$ cat src/rtl/pit_pkg.sv
package pit_pkg;

  // register addresses inside the block's window
  localparam int unsigned REG_POL  = 0;
  localparam int unsigned REG_MODE = 1;

  // trigger kind formed from {mode, polarity}
  typedef enum logic [1:0] {
    TRIG_LOW_LVL  = 2'b00,
    TRIG_HIGH_LVL = 2'b01,
    TRIG_FALL     = 2'b10,
    TRIG_RISE     = 2'b11
  } trig_e;

  function automatic trig_e f_trig(input logic mode, input logic pol);
    return trig_e'({mode, pol});
  endfunction

  // level qualifies when the sample equals the chosen sense
  function automatic logic f_level_hit(input logic cur, input logic pol);
    return cur == pol;
  endfunction

  // a transition that ends on the chosen sense
  function automatic logic f_edge_hit(input logic prev, input logic cur, input logic pol);
    return (prev != cur) && (cur == pol);
  endfunction

endpackage

$ cat src/rtl/pit_cfg_regs.sv
module pit_cfg_regs
  import pit_pkg::*;
#(
  parameter int unsigned N_CH   = 8,
  parameter int unsigned ADDR_W = 2
) (
  input  logic              clk,
  input  logic              cold_rst_n,
  input  logic              hot_rst_n,
  input  logic              bus_sel,
  input  logic              bus_wr,
  input  logic [ADDR_W-1:0] bus_addr,
  input  logic [N_CH-1:0]   bus_wdata,
  output logic [N_CH-1:0]   bus_rdata,
  output logic [N_CH-1:0]   pol_q,
  output logic [N_CH-1:0]   mode_q,
  output logic [N_CH-1:0]   cfg_chg
);

  logic hit_pol, hit_mode;
  logic wr_pol, wr_mode;

  assign hit_pol  = (bus_addr == ADDR_W'(REG_POL));
  assign hit_mode = (bus_addr == ADDR_W'(REG_MODE));

  // writes are held off while a hot reset is in progress
  assign wr_pol  = bus_sel & bus_wr & hot_rst_n & hit_pol;
  assign wr_mode = bus_sel & bus_wr & hot_rst_n & hit_mode;

  // channels whose setting is about to take a different value
  assign cfg_chg = (wr_pol  ? (bus_wdata ^ pol_q)  : '0)
                 | (wr_mode ? (bus_wdata ^ mode_q) : '0);

  // only the cold reset touches the configuration
  always_ff @(posedge clk or negedge cold_rst_n) begin
    if (!cold_rst_n) begin
      pol_q  <= '0;
      mode_q <= '0;
    end else begin
      if (wr_pol)  pol_q  <= bus_wdata;
      if (wr_mode) mode_q <= bus_wdata;
    end
  end

  always_comb begin
    bus_rdata = '0;
    if (bus_sel) begin
      if (hit_pol)       bus_rdata = pol_q;
      else if (hit_mode) bus_rdata = mode_q;
    end
  end

endmodule

$ cat src/rtl/pit_sync.sv
module pit_sync #(
  parameter int unsigned W      = 8,
  parameter int unsigned STAGES = 2
) (
  input  logic         clk,
  input  logic         rst_n,
  input  logic [W-1:0] d,
  output logic [W-1:0] q
);

  logic [STAGES-1:0][W-1:0] stg_q;

  always_ff @(posedge clk or negedge rst_n) begin
    if (!rst_n) begin
      stg_q <= '0;
    end else begin
      stg_q[0] <= d;
      for (int s = 1; s < STAGES; s++) stg_q[s] <= stg_q[s-1];
    end
  end

  assign q = stg_q[STAGES-1];

endmodule

$ cat src/rtl/pit_chan.sv
module pit_chan
  import pit_pkg::*;
(
  input  logic clk,
  input  logic rst_n,
  input  logic warm_done,
  input  logic cur,
  input  logic pol,
  input  logic mode,
  input  logic clr,
  input  logic chg,
  output logic req,
  output logic edge_evt
);

  logic prev_q;
  logic hist_ok_q;
  logic pend_q;

  // edge seen only once a trusted previous sample exists
  assign edge_evt = warm_done & hist_ok_q & f_edge_hit(prev_q, cur, pol);

  always_ff @(posedge clk or negedge rst_n) begin
    if (!rst_n) begin
      prev_q    <= 1'b0;
      hist_ok_q <= 1'b0;
      pend_q    <= 1'b0;
    end else begin
      prev_q <= cur;
      if (chg) hist_ok_q <= 1'b0;
      else     hist_ok_q <= warm_done;
      // reconfiguration drops the request, a new edge wins over clear
      if (chg)                  pend_q <= 1'b0;
      else if (mode & edge_evt) pend_q <= 1'b1;
      else if (clr)             pend_q <= 1'b0;
    end
  end

  always_comb begin
    unique case (f_trig(mode, pol))
      TRIG_LOW_LVL:  req = warm_done & f_level_hit(cur, 1'b0);
      TRIG_HIGH_LVL: req = warm_done & f_level_hit(cur, 1'b1);
      TRIG_FALL,
      TRIG_RISE:     req = pend_q;
      default:       req = 1'b0;
    endcase
  end

endmodule

$ cat src/rtl/pin_irq_trigger.sv
module pin_irq_trigger
  import pit_pkg::*;
#(
  parameter int unsigned N_CH        = 8,
  parameter int unsigned SYNC_STAGES = 2,
  parameter int unsigned ADDR_W      = 2
) (
  input  logic              clk,
  input  logic              cold_rst_n,
  input  logic              hot_rst_n,
  input  logic              bus_sel,
  input  logic              bus_wr,
  input  logic [ADDR_W-1:0] bus_addr,
  input  logic [N_CH-1:0]   bus_wdata,
  output logic [N_CH-1:0]   bus_rdata,
  input  logic [N_CH-1:0]   pin_in,
  input  logic [N_CH-1:0]   irq_clr,
  output logic [N_CH-1:0]   irq_req
);

  localparam int unsigned WARM_W = $clog2(SYNC_STAGES + 1);

  logic              rst_dp_n;
  logic [N_CH-1:0]   pol_q, mode_q, cfg_chg;
  logic [N_CH-1:0]   sync_q;
  logic [N_CH-1:0]   edge_evt;
  logic [WARM_W-1:0] warm_cnt_q;
  logic              warm_done;

  // datapath state falls under either reset
  assign rst_dp_n = cold_rst_n & hot_rst_n;

  pit_cfg_regs #(.N_CH(N_CH), .ADDR_W(ADDR_W)) u_cfg (
    .clk       (clk),
    .cold_rst_n(cold_rst_n),
    .hot_rst_n (hot_rst_n),
    .bus_sel   (bus_sel),
    .bus_wr    (bus_wr),
    .bus_addr  (bus_addr),
    .bus_wdata (bus_wdata),
    .bus_rdata (bus_rdata),
    .pol_q     (pol_q),
    .mode_q    (mode_q),
    .cfg_chg   (cfg_chg)
  );

  pit_sync #(.W(N_CH), .STAGES(SYNC_STAGES)) u_sync (
    .clk  (clk),
    .rst_n(rst_dp_n),
    .d    (pin_in),
    .q    (sync_q)
  );

  // samples are trusted once the synchronizer has refilled
  assign warm_done = (warm_cnt_q == WARM_W'(SYNC_STAGES));

  always_ff @(posedge clk or negedge rst_dp_n) begin
    if (!rst_dp_n)      warm_cnt_q <= '0;
    else if (!warm_done) warm_cnt_q <= warm_cnt_q + 1'b1;
  end

  for (genvar i = 0; i < N_CH; i++) begin : g_chan
    pit_chan u_chan (
      .clk      (clk),
      .rst_n    (rst_dp_n),
      .warm_done(warm_done),
      .cur      (sync_q[i]),
      .pol      (pol_q[i]),
      .mode     (mode_q[i]),
      .clr      (irq_clr[i]),
      .chg      (cfg_chg[i]),
      .req      (irq_req[i]),
      .edge_evt (edge_evt[i])
    );
  end

endmodule

$ cat config.mk
export PLATFORM = sky130hd
export DESIGN_NAME = pin_irq_trigger
export DESIGN_NICKNAME = d
export VERILOG_FILES = /design/src/rtl/pit_pkg.sv /design/src/rtl/pit_cfg_regs.sv /design/src/rtl/pit_sync.sv /design/src/rtl/pit_chan.sv /design/src/rtl/pin_irq_trigger.sv
export SDC_FILE = /design/constraint.sdc
export NUM_CORES = 1
export LEC_CHECK = 0
export CAP_MARGIN = 25
export CORE_MARGIN = 5
export CORE_UTILIZATION = 47
export DETAILED_ROUTE_END_ITERATION = 7
export HOLD_SLACK_MARGIN = 0.03
export PLACE_DENSITY_LB_ADDON = 0.08
export SETUP_SLACK_MARGIN = 0.1
export SLEW_MARGIN = 30
export SYNTH_ARGS = -nofsm -noshare
export SYNTH_HDL_FRONTEND = slang
export SYNTH_SLANG_ARGS = --single-unit
$ cat constraint.sdc
create_clock -name clk -period 1.6 [get_ports clk]
set_input_delay 0.4 -clock clk [delete_from_list [all_inputs] [get_ports clk]]
set_output_delay 0.4 -clock clk [all_outputs]
set_load 0.1 [all_outputs]
; After elaboration in Yosys (flattened, before gate mapping)
; Cells that the tools add are included.
[totals]
output_inout_bits = 16
reg_bits = 58
in_bits = 31
[op_classes]
reduce_logical = 33
bitwise_logic = 56
mux = 45
addsub = 1
eq_ne = 42
[ops]
columns = operator, n
row1 = bitwise AND 1 bit, 45
row2 = two-way mux 8 bit, 5
row3 = "equality test 2 bit, second input constant", 17
row4 = two-way mux 1 bit, 32
row5 = case mux 1 bit (3 select lines), 8
row6 = nonzero test 3 bit, 8
row7 = "equality test 2 x 1 -> 1 bit, second input constant", 9
row8 = zero test 2 bit, 9
row9 = OR reduction 2 bit, 8
row10 = XOR 8 bit, 2
row11 = equality test 1 bit, 8
row12 = logical AND 1 bit, 8
row13 = inequality test 1 bit, 8
row14 = inverter 1 bit, 8
row15 = bitwise OR 8 bit, 1
row16 = "adder 2 x 1 -> 2 bit, second input constant", 1

; Depth between registers and ports, before layout
; Gate-level depths: netlist of run 1.
[depth]
ltp_word = 6
depth_mapped = 7

; By module
; A second synthesis of run 1 with hierarchy kept.
[unflattened]
cells_unflattened = 233
area_unflattened_um2 = 2663.8
[modules_own_cells]
columns = mod, n_inst, cells_per_inst, area_each_um2
row1 = pit_chan, 8, 16, 150.1
row2 = pit_cfg_regs, 1, 72, 894.6
row3 = pit_sync, 1, 24, 460.4
row4 = pin_irq_trigger, 1, 9, 107.6

; Worst setup path after synthesis of run 1
; Ideal clock, no wire load.
[synth_path]
path_kind = input -> output
start = input port bus_addr[1]
end = output port bus_rdata[0]
t_required_ns = 1.200
path_slack_ns = -0.765
arrival_ns = 1.965
cell_stages = 3
path_cell_list = nand2b_1 -> buf_1 -> nor2_1
[synth_between]
elab_chain_cells = 4
[synth_lines]
columns = item, line
row1 = start: declaration, pin_irq_trigger.sv:13  ; input logic [ADDR_W-1:0] bus_addr,
row2 = equality test 2 x 1 -> 1 bit, pit_cfg_regs.sv:24  ; assign hit_mode = (bus_addr == ADDR_W'(REG_MODE));
row3 = two-way mux 8 bit, pit_cfg_regs.sv:49  ; else if (hit_mode) bus_rdata = mode_q;
row4 = two-way mux 8 bit *, pit_cfg_regs.sv:48  ; if (hit_pol) bus_rdata = pol_q;
row5 = two-way mux 8 bit *, pit_cfg_regs.sv:47  ; if (bus_sel) begin
row6 = end: declaration, pin_irq_trigger.sv:15  ; output logic [N_CH-1:0] bus_rdata,
; Every way passes the cells marked *; elsewhere a longest branch is shown, timed or not.

; Worst setup path in the final report of run 1
[layout_path]
start = register warm_cnt_q[0]
end = output port irq_req[6]
[layout_between]
elab_chain_cells = 3
[layout_lines]
columns = item, line
row1 = start: declaration, pin_irq_trigger.sv:27  ; logic [WARM_W-1:0] warm_cnt_q;
row2 = start signal: assignment, pin_irq_trigger.sv:59  ; else if (!warm_done) warm_cnt_q <= warm_cnt_q + 1'b1;
row3 = equality test 2 bit *, pin_irq_trigger.sv:55  ; assign warm_done = (warm_cnt_q == WARM_W'(SYNC_STAGES));
row4 = bitwise AND 1 bit (on tied branches), "pit_chan.sv:42, pit_chan.sv:41"
row5 = case mux 1 bit (3 select lines) *, pit_chan.sv:40  ; unique case (f_trig(mode, pol))
row6 = end: declaration, pin_irq_trigger.sv:18  ; output logic [N_CH-1:0] irq_req
; Marked as above.

==> impl_summary.md, run 1 <==
Run status
The run finished, with violations left. The checks that failed: negative setup slack.

STA
The number of endpoints with negative hold slack in the final report is 0. The total count of max-transition violations in the final report came to 0. The final worst clock skew is 0.00568 ns. Setup repair after global routing could not meet its margin everywhere. The worst-margin pin slew is 0.316 ns. The max-slew headroom at the worst pin is 78.8%. Final hold analysis gives a worst-case slack of 0.348 ns.

Derived from the worst setup path, the maximum achievable clock frequency is 519 MHz. The share of the clock period used by the worst path after layout is 120%. The number of setup violations in the final report is 13. The final critical-path setup slack is -0.326 ns. The final critical path time including I/O delays and setup is 1.93 ns.

Floorplanning
The die outline height is about 84 µm. The effective utilization at floorplan is 47.6%. The region available for standard cell placement spans 5410 µm². The floorplan has 27 rows. The die is 84 µm wide.

Pin placement for this block handled 47 I/O pins. The die covers between 7000 and 8000 µm².

Layout
The final net count is 334. The growth of design area from synthesis to finish is 60.6%. The utilization after layout is 76.5%. The filler cells instantiated in the layout total 353.

In the final layout, the share of cells above drive strength 1 is around 49%. The repair_antennas step left the layout with diodes totalling 0.

Critical path
The launch instance of the worst register-to-register path is warm_cnt_q[0]. The cell count of the worst reg-to-reg path is 8. The critical-path maximum fanout is 5. The capture point of the worst reg-to-reg path is g_chan[3].u_chan.pend_q.

The arrival time of the worst setup path is 1.53 ns. The type of destination of the critical path is a primary output. The worst path required time is approximately 1.2 ns.

The worst register-to-register path has a setup slack of ~0.19 ns. The type of the worst setup path is reg2out. The worst setup path is launched from a flip-flop.

Yosys
Synthesis produced a netlist with a net count of 236. Synthesis instantiated 25 different standard cells from the library. Synthesis produced a netlist whose cell count is 204. The cell type contributing the most total cell area after synthesis is dfrtp_1. The share of synthesized area in the top cell type comes to between 50% and 60%. Counting flops and latches in the post-synthesis netlist gives slightly below 60. Yosys attributes the largest share of cell area to dfrtp_1, xnor2_1, mux2_4. Sequential cells were found to cover 56.4% of the synthesized design area. The synthesized netlist occupies a cell area of between 2000 and 3000 µm². The synthesized area per cell is 12.6 µm².

The total number of yosys warnings is 0.

Clocking
The clock input transition at the sequential cells of the worst setup and hold paths is around 0.06 ns. The clock tree root buffer cell is clkbuf_8. The clock passes through at most 2 buffers. The clock tree synthesis step divided the H-tree into 3 levels. Counting the buffers created by CTS gives 9. TritonCTS built the clock tree.

The tree built by TritonCTS fans out to 58 sinks. The clock latency of the later-clocked register in the worst-skew pair is 0.33 ns.

Power
The worst IR drop on VDD is 977 µV. The analysis attributes to cell leakage a power of 1.81 nW. The power per cell area is 1290 nW/µm². The combinational cell fraction of total power is between 40 and 50%. In this run switching power makes up 35.4% of total power.

Of the total power, registers draw 34.4%. The switching power total is 0.00189 W. In this run, the clock network consumes 25.2% of the power.

The internal power summed over all cells is ~0.0035 W.

Routing
The via-per-instance ratio is 4.96. After detailed routing, the number of remaining DRC violations is 0. After the first detailed-routing iteration, the DRC count stood at 58. In this run the remaining antenna-violating nets after routing total 0. The iteration count of the initial detailed-routing pass is 4. The via total after detailed routing is 1880.

The final layout contains routed wiring with a total length of 5.86 mm. Dividing the detail-routed wire length by the instance count gives 15.5 µm.

Global routing
The pin count of the biggest net entering global routing is 32. Global routing finished with a remaining overflow of 0. Across every metal layer, demand over resource in global routing totals between 10% and 20%. The number of antenna violations at the first check in global routing came to 0. The wire length of the first global-routing pass is 9.63 mm. The number of global-route vias before repair is 1952.

Worst hold path
The destination of the worst hold path is u_sync.q[3]. Along the worst hold path, the cell count comes to 0. The worst min-delay path startpoint is u_sync.stg_q[3]. The class of the most critical hold timing path is reg2reg.

Place
The final weighted congestion in routability-driven placement is 0.742. The HPWL reported at the end of detailed placement is 3.79 mm. The number of buffers inserted by port buffering is 46.

Job
The number of max-capacitance violations reported is 0.
synthesized netlist by cell type:
master / number
mux2_4: 8
buf_4: 8
o2111ai_1: 8
a22oi_1: 8
clkbuf_1: 2
mux2i_1: 8
buf_6: 3
nand2b_1: 9
and3b_1: 8
and4b_1: 1
o21ai_0: 9
buf_2: 2
nor2_1: 8
ha_1: 1
xnor2_1: 17
nor2b_4: 1
mux2_2: 8
a21boi_0: 8
and2_1: 1
buf_1: 1
nor3b_1: 8
nand2_1: 17
inv_1: 1
nand2_2: 1
dfrtp_1: 58
cell families (layout without fill, tap and decap cells):
family	after synthesis	count (layout)	synth area share, %
buf+inv	17	120	4.62
simple gates	54	54	12.3
fa+ha+maj	1	1	0.486
compound gates	33	33	9.14
flops	58	58	56.4
xor+xnor	17	17	5.79
mux	24	24	11.3
power by group through the flow:
stage | logic [W] | registers (W) | clock network [W]
6_report | 0.00216 | 0.00184 | 0.00135
5_1_grt | 0.00227 | 0.00187 | 0.00145
4_1_cts | 0.00206 | 0.00183 | 0.00138
3_5_place_dp | 0.00182 | 0.00183 | 0
3_3_place_gp | 0.00181 | 0.00183 | 0
2_1_floorplan | 0.00130 | 0.00179 | 0
critical path, cell delays in order (launching register included):
cell and delay, ns:
dfrtp_1 0.40, inv_2 0.07, ha_4 0.18, buf_6 0.14, nand2_2 0.06, o21ai_4 0.16
buf_12 0.19
area by class of cell:
cell class / instances / area (µm²) / area share, %
flip-flops and latches: 58 / 1460 / 35.4
multi-input cells: 129 / 1250 / 30.3
repair buffers: 103 / 1120 / 27.1
clock buffers: 11 / 151 / 3.66
well taps: 72 / 90.1 / 2.18
clock inverters: 5 / 52.6 / 1.27
inverters: 1 / 3.75 / 0.0908
cell usage in the layout (no fill, tap or decap), types with 3 or more instances in the layout:
cell type	n
a21boi_0	8
mux2i_1	3
buf_12	19
mux2i_4	5
buf_4	49
and3b_1	8
nand2_2	3
clkbuf_8	11
nand2b_1	8
xnor2_1	17
o2111ai_1	8
dlygate4sd2_1	3
o21ai_4	4
mux2_2	8
nand2_1	11
clkdlybuf4s50_1	25
clkinv_2	3
nand2_4	3
a22oi_1	8
o21ai_2	4
nor3b_1	8
buf_6	5
mux2_4	8
dfrtp_1	48
nor2_4	8
dfrtp_2	10
repair_timing:
item | 4_1_cts | 5_1_grt
gates resized for setup | 52 | 12
pin swaps | 8 | 6
setup endpoints to repair | 48 | 16
hold buffers | 0 | 0
endpoints found under the hold margin | 0 | 0
buffers inserted | 15 | 9
cloned | 1 | 0
routing by layer:
metal	wire length [µm]	vias to the layer above	track usage [%]	part of all wire, %
met5	0	-	0	0
met2	2860	42	28.9	49
met3	254	11	5.33	4.3
met1	2630	916	22.1	45
li1	-	911	-	-
met4	113	0	7.16	1.9
sequential cells by signal, summed over array words and instances, names as in the netlist:
signal / cells
g_chan.u_chan.pend_q: 8
u_cfg.mode_q: 8
u_cfg.pol_q: 8
u_sync.q: 8
u_sync.stg_q: 8
g_chan.u_chan.prev_q: 8
warm_cnt_q: 2
g_chan.u_chan.hist_ok_q: 8
stage by stage:
stage	TNS [ns]	area (µm²)	setup WS (ns)	instances	total power [W]
after floorplan	-0.569	2690	-0.0434	204	0.00309
after global placement	-14.94	3510	-0.444	338	0.00364
after detailed placement	-15.67	3510	-0.483	338	0.00366
after CTS	-2.82	4010	-0.338	370	0.00528
after global routing	-3.81	4130	-0.401	379	0.00558
final	-2.76	4130	-0.326	379	0.00535
how the worst max path moves through the flow:
stage | start | to | slack, ns
finish | warm_cnt_q[0] | irq_req[6] | -0.33
global route | u_sync.q[4] | irq_req[4] | -0.40
CTS | warm_cnt_q[0] | irq_req[2] | -0.34
detailed placement | bus_addr[0] | bus_rdata[5] | -0.48
global placement | bus_addr[0] | bus_rdata[4] | -0.44
floorplan | warm_cnt_q[0] | irq_req[5] | -0.04
(Power assumes the default switching activity.)
==> run 2: changes to the inputs <==
--- a/config.mk
+++ b/config.mk
@@ -12,6 +12,7 @@
 export HOLD_SLACK_MARGIN = 0.03
 export PLACE_DENSITY_LB_ADDON = 0.08
 export SETUP_SLACK_MARGIN = 0.1
+export SKIP_CTS_REPAIR_TIMING = 1
 export SLEW_MARGIN = 30
 export SYNTH_ARGS = -nofsm -noshare
 export SYNTH_HDL_FRONTEND = slang
==> run 2 against run 1 <==
  * The flow still finishes with violations (negative setup slack)
  * Largest power group unchanged
  * Power shrank 1.2%
  * Count of clock-buffer cells in the layout is the same
  * Core utilization fell by 1.5 points
==> impl_summary.md, run 2 (synthesized netlist as in run 1, its figures left out) <==
Power
The combinational cell fraction of total power is 39.1% (was 40.4%). The worst IR drop on VDD was 991 µV (was 977 µV). The internal power summed over all cells is 0.00339 W (was 0.00345 W). The power per cell area was 1300 nW/µm² (was 1290 nW/µm²).

The switching power total is 0.00189 W (about the same). The relative contribution of sequential cells to total power is 35.2% (was 34.4%). The static leakage is 1.79 nW (was 1.81 nW).

The net switching share of the total power was 35.7% (was 35.4%). The part of the power in the clock network is 25.7% (was 25.2%).

Layout
The sequential cell area is 1470 µm² (was 1460 µm²). The fraction of layout instances using a drive strength above 1 is 48.6% (was 48.9%). The area of the multi-input gates is 1250 µm² (about the same). The final net count is 321 (was 334). The total of fill cells in the finished design is 353 (unchanged). The count of antenna diodes in the layout is 0 (unchanged).

Highest-count cells in the layout ignoring fill and taps: dfrtp_1, buf_4, clkdlybuf4s50_1 (was buf_4, dfrtp_1, clkdlybuf4s50_1). The growth of design area from synthesis to finish is 57.4% (was 60.6%). The utilization after layout is 74.9% (was 76.5%).

The most common cell after layout, fill and taps aside is dfrtp_1 (was buf_4). The post-route non-filler standard cell count was 366 (was 379).

STA
The final critical-path setup slack was -0.340 ns (was -0.326 ns). The total count of max-transition violations in the final report is 0 (unchanged). The worst-margin pin slew is 0.263 ns (was 0.316 ns). The worst hold slack was 0.300 ns (was 0.348 ns).

The accumulated negative setup slack is -2.97 ns (was -2.76 ns). The final critical path time including I/O delays and setup is 1.94 ns (was 1.93 ns). The number of setup violations in the final report was 15 (was 13). The max-slew headroom at the worst pin is 82.4% (was 78.8%).

The share of the clock period used by the worst path after layout came to 121% (was 120%). RSZ-0062 raised after global routing: true (unchanged). The fmax came to 515 MHz (was 519 MHz).

The final worst clock skew is 0.00581 ns (was 0.00568 ns). The number of endpoints with negative hold slack in the final report is 0 (unchanged).

Critical path
The type of destination of the critical path is a primary output (unchanged). The capture point of the worst reg-to-reg path is g_chan[5].u_chan.pend_q (was g_chan[3].u_chan.pend_q). The minimum setup slack among reg-to-reg paths is 0.21 ns (was 0.19 ns).

The launch instance of the worst register-to-register path is warm_cnt_q[0] (unchanged). The cell count of the worst reg-to-reg path was 7 (was 8). The critical-path maximum fanout is 5 (unchanged).

The critical path's slowest cell is dfrtp_1 (unchanged). The delay of the slowest critical-path stage came to 0.39 ns (was 0.40 ns). The worst path required time is 1.20 ns (about the same). The arrival time of the worst setup path is 1.54 ns (was 1.53 ns). The type of the worst setup path is reg2out (unchanged). Cells along the critical path: inv_2, ha_4, buf_6, nand2_4, o21ai_4, buf_12 (was inv_2, ha_4, buf_6, nand2_2, o21ai_4, buf_12). The element type at the critical path start is a flip-flop (unchanged).

Global routing
The pin count of the biggest net entering global routing is 32 (unchanged). The global-route usage over all layers is 16.8% (was 17.8%). The number of antenna violations at the first check in global routing is 0 (unchanged). The wire length of the first global-routing pass is 9.09 mm (was 9.63 mm). The total overflow reported by the global router was 0 (unchanged).

The number of global-route vias before repair came to 1839 (was 1952).

Clocking
The clock sink count is 58 (unchanged). The CTS tree is done (unchanged). The number of CTS-inserted buffers is 9 (unchanged). The clock tree root buffer cell is clkbuf_8 (unchanged). The clock input transition at the sequential cells of the worst setup and hold paths came to 0.07 ns (was 0.06 ns). The maximum count of clock buffers along a single path is 2 (unchanged).

The CTS H-tree depth is 3 (unchanged). The clock latency of the later-clocked register in the worst-skew pair is 0.33 ns (about the same).

Floorplanning
The I/O pin count is 47 (unchanged). The floorplan die area came to 7060 µm² (unchanged). The effective utilization at floorplan came to 47.6% (unchanged). The area of the placeable core was 5410 µm² (unchanged).

The number of rows in the core area is 27 (unchanged). The horizontal die dimension is 84 µm (unchanged). The die outline height is 84 µm (unchanged).

Routing
The total length of routed wires is 5.83 mm (was 5.86 mm). The final antenna-violating net count is 0 (unchanged). The initial DRC count came to 44 (was 58). The via total after detailed routing is 1866 (was 1880). The iteration count of the initial detailed-routing pass is 4 (unchanged). The via-per-instance ratio came to 5.10 (was 4.96). The DRC violations left is 0 (unchanged).

The detail-routed net length per standard cell is 15.9 µm (was 15.5 µm).

Run status
Violated checks: negative setup slack (unchanged). Run status: complete, but fails checks (unchanged).

Worst hold path
The class of the most critical hold timing path is in2async (was reg2reg).

Place
The final weighted congestion in routability-driven placement is 0.742 (unchanged). The cell count after placement is 338 (unchanged). The number of buffers inserted by port buffering is 46 (unchanged). The HPWL reported at the end of detailed placement is 3.79 mm (unchanged).

Job
The number of max-capacitance violations reported is 0 (unchanged).
## run 2: cell count changes in the layout (fill, tap and decap cells not counted), sizes merged
| cell | change |
|---|---|
| dlygate4sd2 | -3 |
| clkdlybuf4s15 | -1 |
| dlymetal6s2s | +4 |
| clkbuf | +2 |
| buf | -15 |
## run 2: area by class of cell
cell class / count / share of cell area [%]
flip-flops and latches: 58 / 36.2
clock inverters: 5 / 1.30
clock buffers: 11 / 3.74
repair buffers: 90 / 25.6
inverters: 1 / 0.0927
well taps: 72 / 2.22
multi-input cells: 129 / 30.8
## run 2: through the flow
stage	total power [W]	cell area (µm²)	setup WS (ns)
2_1_floorplan	0.00309	2690	-0.0434
3_3_place_gp	0.00364	3510	-0.444
3_5_place_dp	0.00366	3510	-0.483
4_1_cts	0.00502	3710	-0.500
5_1_grt	0.00551	4050	-0.407
6_report	0.00528	4050	-0.340
## run 2: layer usage
layer / vias to the layer above / part of all wire (%) / routed length, µm / GRT usage [%]
met5: - / 0 / 0 / 0
met4: 0 / 1.5 / 89 / 6.87
met3: 13 / 3.9 / 229 / 5.33
met2: 54 / 50 / 2910 / 26.9
met1: 913 / 45 / 2590 / 20.9
li1: 886 / - / - / -
## run 2: critical path, delay by kind of cell (launching register included)
kind                     cells  cell delay [ns]
buffers and inverters        3             0.41
flip-flops                   1             0.39
adder cells (fa/ha/maj)      1             0.17
AO/OA/AOI/OAI                1             0.17
AND/OR/NAND/NOR              1             0.05
## run 2: how the worst max path moves through the flow
stage / slack (ns) / endpoint / from
finish: -0.34 / irq_req[6] / warm_cnt_q[0]
global route: -0.41 / irq_req[5] / warm_cnt_q[0]
CTS: -0.50 / irq_req[6] / warm_cnt_q[0]
detailed placement: -0.48 / bus_rdata[5] / bus_addr[0]
global placement: -0.44 / bus_rdata[4] / bus_addr[0]
floorplan: -0.04 / irq_req[5] / warm_cnt_q[0]
## run 2: power by group through the flow
stage,logic (W),clock network (W),registers (W)
6_report,0.00207,0.00136,0.00186
5_1_grt,0.00216,0.00146,0.00189
4_1_cts,0.00183,0.00138,0.00181
3_5_place_dp,0.00182,0,0.00183
3_3_place_gp,0.00181,0,0.00183
2_1_floorplan,0.00130,0,0.00179
==> run 3: changes to the inputs <==
--- a/config.mk
+++ b/config.mk
@@ -11,6 +11,7 @@
 export DETAILED_ROUTE_END_ITERATION = 7
 export HOLD_SLACK_MARGIN = 0.03
 export PLACE_DENSITY_LB_ADDON = 0.08
+export RECOVER_POWER = 50
 export SETUP_SLACK_MARGIN = 0.1
 export SKIP_CTS_REPAIR_TIMING = 1
 export SLEW_MARGIN = 30
==> run 3 against run 2 <==
  * The flow still finishes with violations (negative setup slack)
  * Non-clock buffer count unchanged
  * Sequential power hardly changed
  * Hold slack better by 0.049 ns
  * Maximum frequency is essentially flat
  * First-iteration DRC count increased by 2.3%
  * Largest power group unchanged
  * Clock skew about the same
  * Largest cell class unchanged
  * Critical endpoint unchanged
  * Count of clock-buffer cells in the layout stayed put
  * Critical path type unchanged
  * Routed wire length is 0.27% lower
  * Cell count is the same
  * Power is 0.26% lower
==> impl_summary.md, run 3 (synthesized netlist as in run 1, its figures left out) <==
Critical path
The worst path required time came to 1.20 ns (about the same). The minimum setup slack among reg-to-reg paths is 0.21 ns (about the same). The delay of the slowest critical-path stage was 0.39 ns (about the same). The arrival time of the worst setup path was 1.54 ns (about the same).

Cells along the critical path: inv_2, ha_4, buf_6, nand2_4, o21ai_4, buf_12 (unchanged). The critical-path maximum fanout is 5 (unchanged). The launch instance of the worst register-to-register path is warm_cnt_q[0] (unchanged).

The critical path's slowest cell is dfrtp_1 (unchanged). The type of destination of the critical path is a primary output (unchanged). The capture point of the worst reg-to-reg path is g_chan[5].u_chan.pend_q (unchanged).

The cell count of the worst reg-to-reg path is 7 (unchanged). The worst setup path startpoint is warm_cnt_q[0] (unchanged). The element type at the critical path start is a flip-flop (unchanged). The type of the worst setup path is reg2out (unchanged).

Routing
The DRC violations left is 0 (unchanged). The final antenna-violating net count is 0 (unchanged). The initial DRC count is 45 (was 44). The iteration count of the initial detailed-routing pass is 4 (unchanged).

The via-per-instance ratio was 5.05 (was 5.10). The via total after detailed routing is 1847 (was 1866). The detail-routed net length per standard cell came to 15.9 µm (about the same).

The total length of routed wires was 5.81 mm (was 5.83 mm).

Floorplanning
The horizontal die dimension is 84 µm (unchanged). The effective utilization at floorplan is 47.6% (unchanged). The I/O pin count was 47 (unchanged). The floorplan die area came to 7060 µm² (unchanged). The area of the placeable core came to 5410 µm² (unchanged). The number of rows in the core area is 27 (unchanged). The die outline height is 84 µm (unchanged).

Global routing
The wire length of the first global-routing pass came to 9.09 mm (unchanged). The number of antenna violations at the first check in global routing is 0 (unchanged). The number of global-route vias before repair was 1839 (unchanged). The global-route usage over all layers is 16.8% (unchanged).

The total overflow reported by the global router is 0 (unchanged). The pin count of the biggest net entering global routing is 32 (unchanged).

Place
The number of buffers inserted by port buffering was 46 (unchanged). The final weighted congestion in routability-driven placement is 0.742 (unchanged). The HPWL reported at the end of detailed placement is 3.79 mm (unchanged).

The pre-CTS setup slack is -0.483 ns (unchanged).

STA
The accumulated negative setup slack is -2.97 ns (about the same). The max-slew headroom at the worst pin is 37.8% (was 82.4%). The total count of max-transition violations in the final report is 0 (unchanged). The number of setup violations in the final report came to 15 (unchanged). The final critical-path setup slack came to -0.340 ns (about the same). The final critical path time including I/O delays and setup is 1.94 ns (about the same). The fmax is 516 MHz (was 515 MHz).

The share of the clock period used by the worst path after layout was 121% (about the same). The final worst clock skew is 0.00579 ns (was 0.00581 ns). RSZ-0062 raised after global routing: true (unchanged). The number of endpoints with negative hold slack in the final report was 0 (unchanged). The worst-margin pin slew is 0.933 ns (was 0.263 ns).

Worst hold path
The instance count along the most critical hold path is 0. The destination of the worst hold path is u_sync.q[3]. The class of the most critical hold timing path is reg2reg (was in2async). The worst min-delay path startpoint is u_sync.stg_q[3].

Layout
Highest-count cells in the layout ignoring fill and taps: dfrtp_1, buf_4, buf_12 (was dfrtp_1, buf_4, clkdlybuf4s50_1). The total of fill cells in the finished design is 359 (was 353). The growth of design area from synthesis to finish is 56.4% (was 57.4%). The utilization after layout is 74.5% (was 74.9%). The count of antenna diodes in the layout came to 0 (unchanged). The most common cell after layout, fill and taps aside is dfrtp_1 (unchanged). The fraction of layout instances using a drive strength above 1 came to 47.6% (was 48.6%). The final net count is 321 (unchanged).

Clocking
The clock tree root buffer cell is clkbuf_8 (unchanged). The clock sink count is 58 (unchanged). The clock input transition at the sequential cells of the worst setup and hold paths is 0.07 ns (about the same). The CTS H-tree depth is 3 (unchanged).

The clock latency of the later-clocked register in the worst-skew pair is 0.33 ns (about the same). The maximum count of clock buffers along a single path came to 2 (unchanged). The number of CTS-inserted buffers was 9 (unchanged). The CTS tree is done (unchanged).

Power
The worst IR drop on VDD is 991 µV (about the same). The static leakage is 1.78 nW (was 1.79 nW). The power per cell area is 1310 nW/µm² (was 1300 nW/µm²). The internal power summed over all cells is 0.00338 W (was 0.00339 W). The overall power after layout is 0.00527 W (was 0.00528 W). The relative contribution of sequential cells to total power was 35.3% (was 35.2%). The net switching share of the total power is 35.8% (was 35.7%).

The switching power total is 0.00189 W (about the same). The part of the power in the clock network is 25.8% (was 25.7%). The combinational cell fraction of total power came to 38.9% (was 39.1%).

Job
The number of max-capacitance violations reported is 0 (unchanged).

Run status
Run status: complete, but fails checks (unchanged). Violated checks: negative setup slack (unchanged).
[run 3: cell count changes in the layout (fill, tap and decap cells not counted), moves of 2 or more]
cell and change:
clkbuf_1 +2, clkdlybuf4s50_1 -9, buf_4 -2, dlygate4sd3_1 +9
[run 3: final cells by class]
| cell class | count | area, µm² | area share [%] |
|---|---|---|---|
| repair buffers | 90 | 1010 | 25.2 |
| flip-flops and latches | 58 | 1470 | 36.5 |
| multi-input cells | 129 | 1250 | 31.0 |
| clock buffers | 11 | 151 | 3.76 |
| inverters | 1 | 3.75 | 0.0932 |
| well taps | 72 | 90.1 | 2.24 |
| clock inverters | 5 | 52.6 | 1.31 |
[run 3: critical path, delay by kind of cell, from the launching register on]
family                   cells  cell delay, ns
flip-flops                   1            0.39
AND/OR/NAND/NOR              1            0.05
buffers and inverters        3            0.41
adder cells (fa/ha/maj)      1            0.17
AO/OA/AOI/OAI                1            0.17
[run 3: worst max path at each step]
stage                     slack, ns      endpoint
after floorplan               -0.04    irq_req[5]
final                         -0.34    irq_req[6]
after detailed placement      -0.48  bus_rdata[5]
after global routing          -0.41    irq_req[5]
after CTS                     -0.50    irq_req[6]
after global placement        -0.44  bus_rdata[4]
[run 3: through the flow]
stage          std cells  hold slack [ns]  area (µm²)
2_1_floorplan        204            0.104        2690
3_3_place_gp         338            0.332        3510
3_5_place_dp         338            0.336        3510
4_1_cts              354            0.351        3710
5_1_grt              366            0.355        4030
6_report             366            0.349        4030
[run 3: layer usage]
metal | global-route usage (%) | routed length, µm | vias up
met5 | 0 | 0 | -
met4 | 6.87 | 95 | 0
met3 | 5.33 | 235 | 13
met2 | 26.9 | 2930 | 44
met1 | 20.9 | 2550 | 905
li1 | - | - | 885
[run 3: power groups by stage]
stage / Clock [W] / Sequential (W) / Combinational, W
floorplan: 0 / 0.00179 / 0.00130
global placement: 0 / 0.00183 / 0.00181
detailed placement: 0 / 0.00183 / 0.00182
CTS: 0.00138 / 0.00181 / 0.00183
global route: 0.00146 / 0.00189 / 0.00215
finish: 0.00136 / 0.00186 / 0.00205
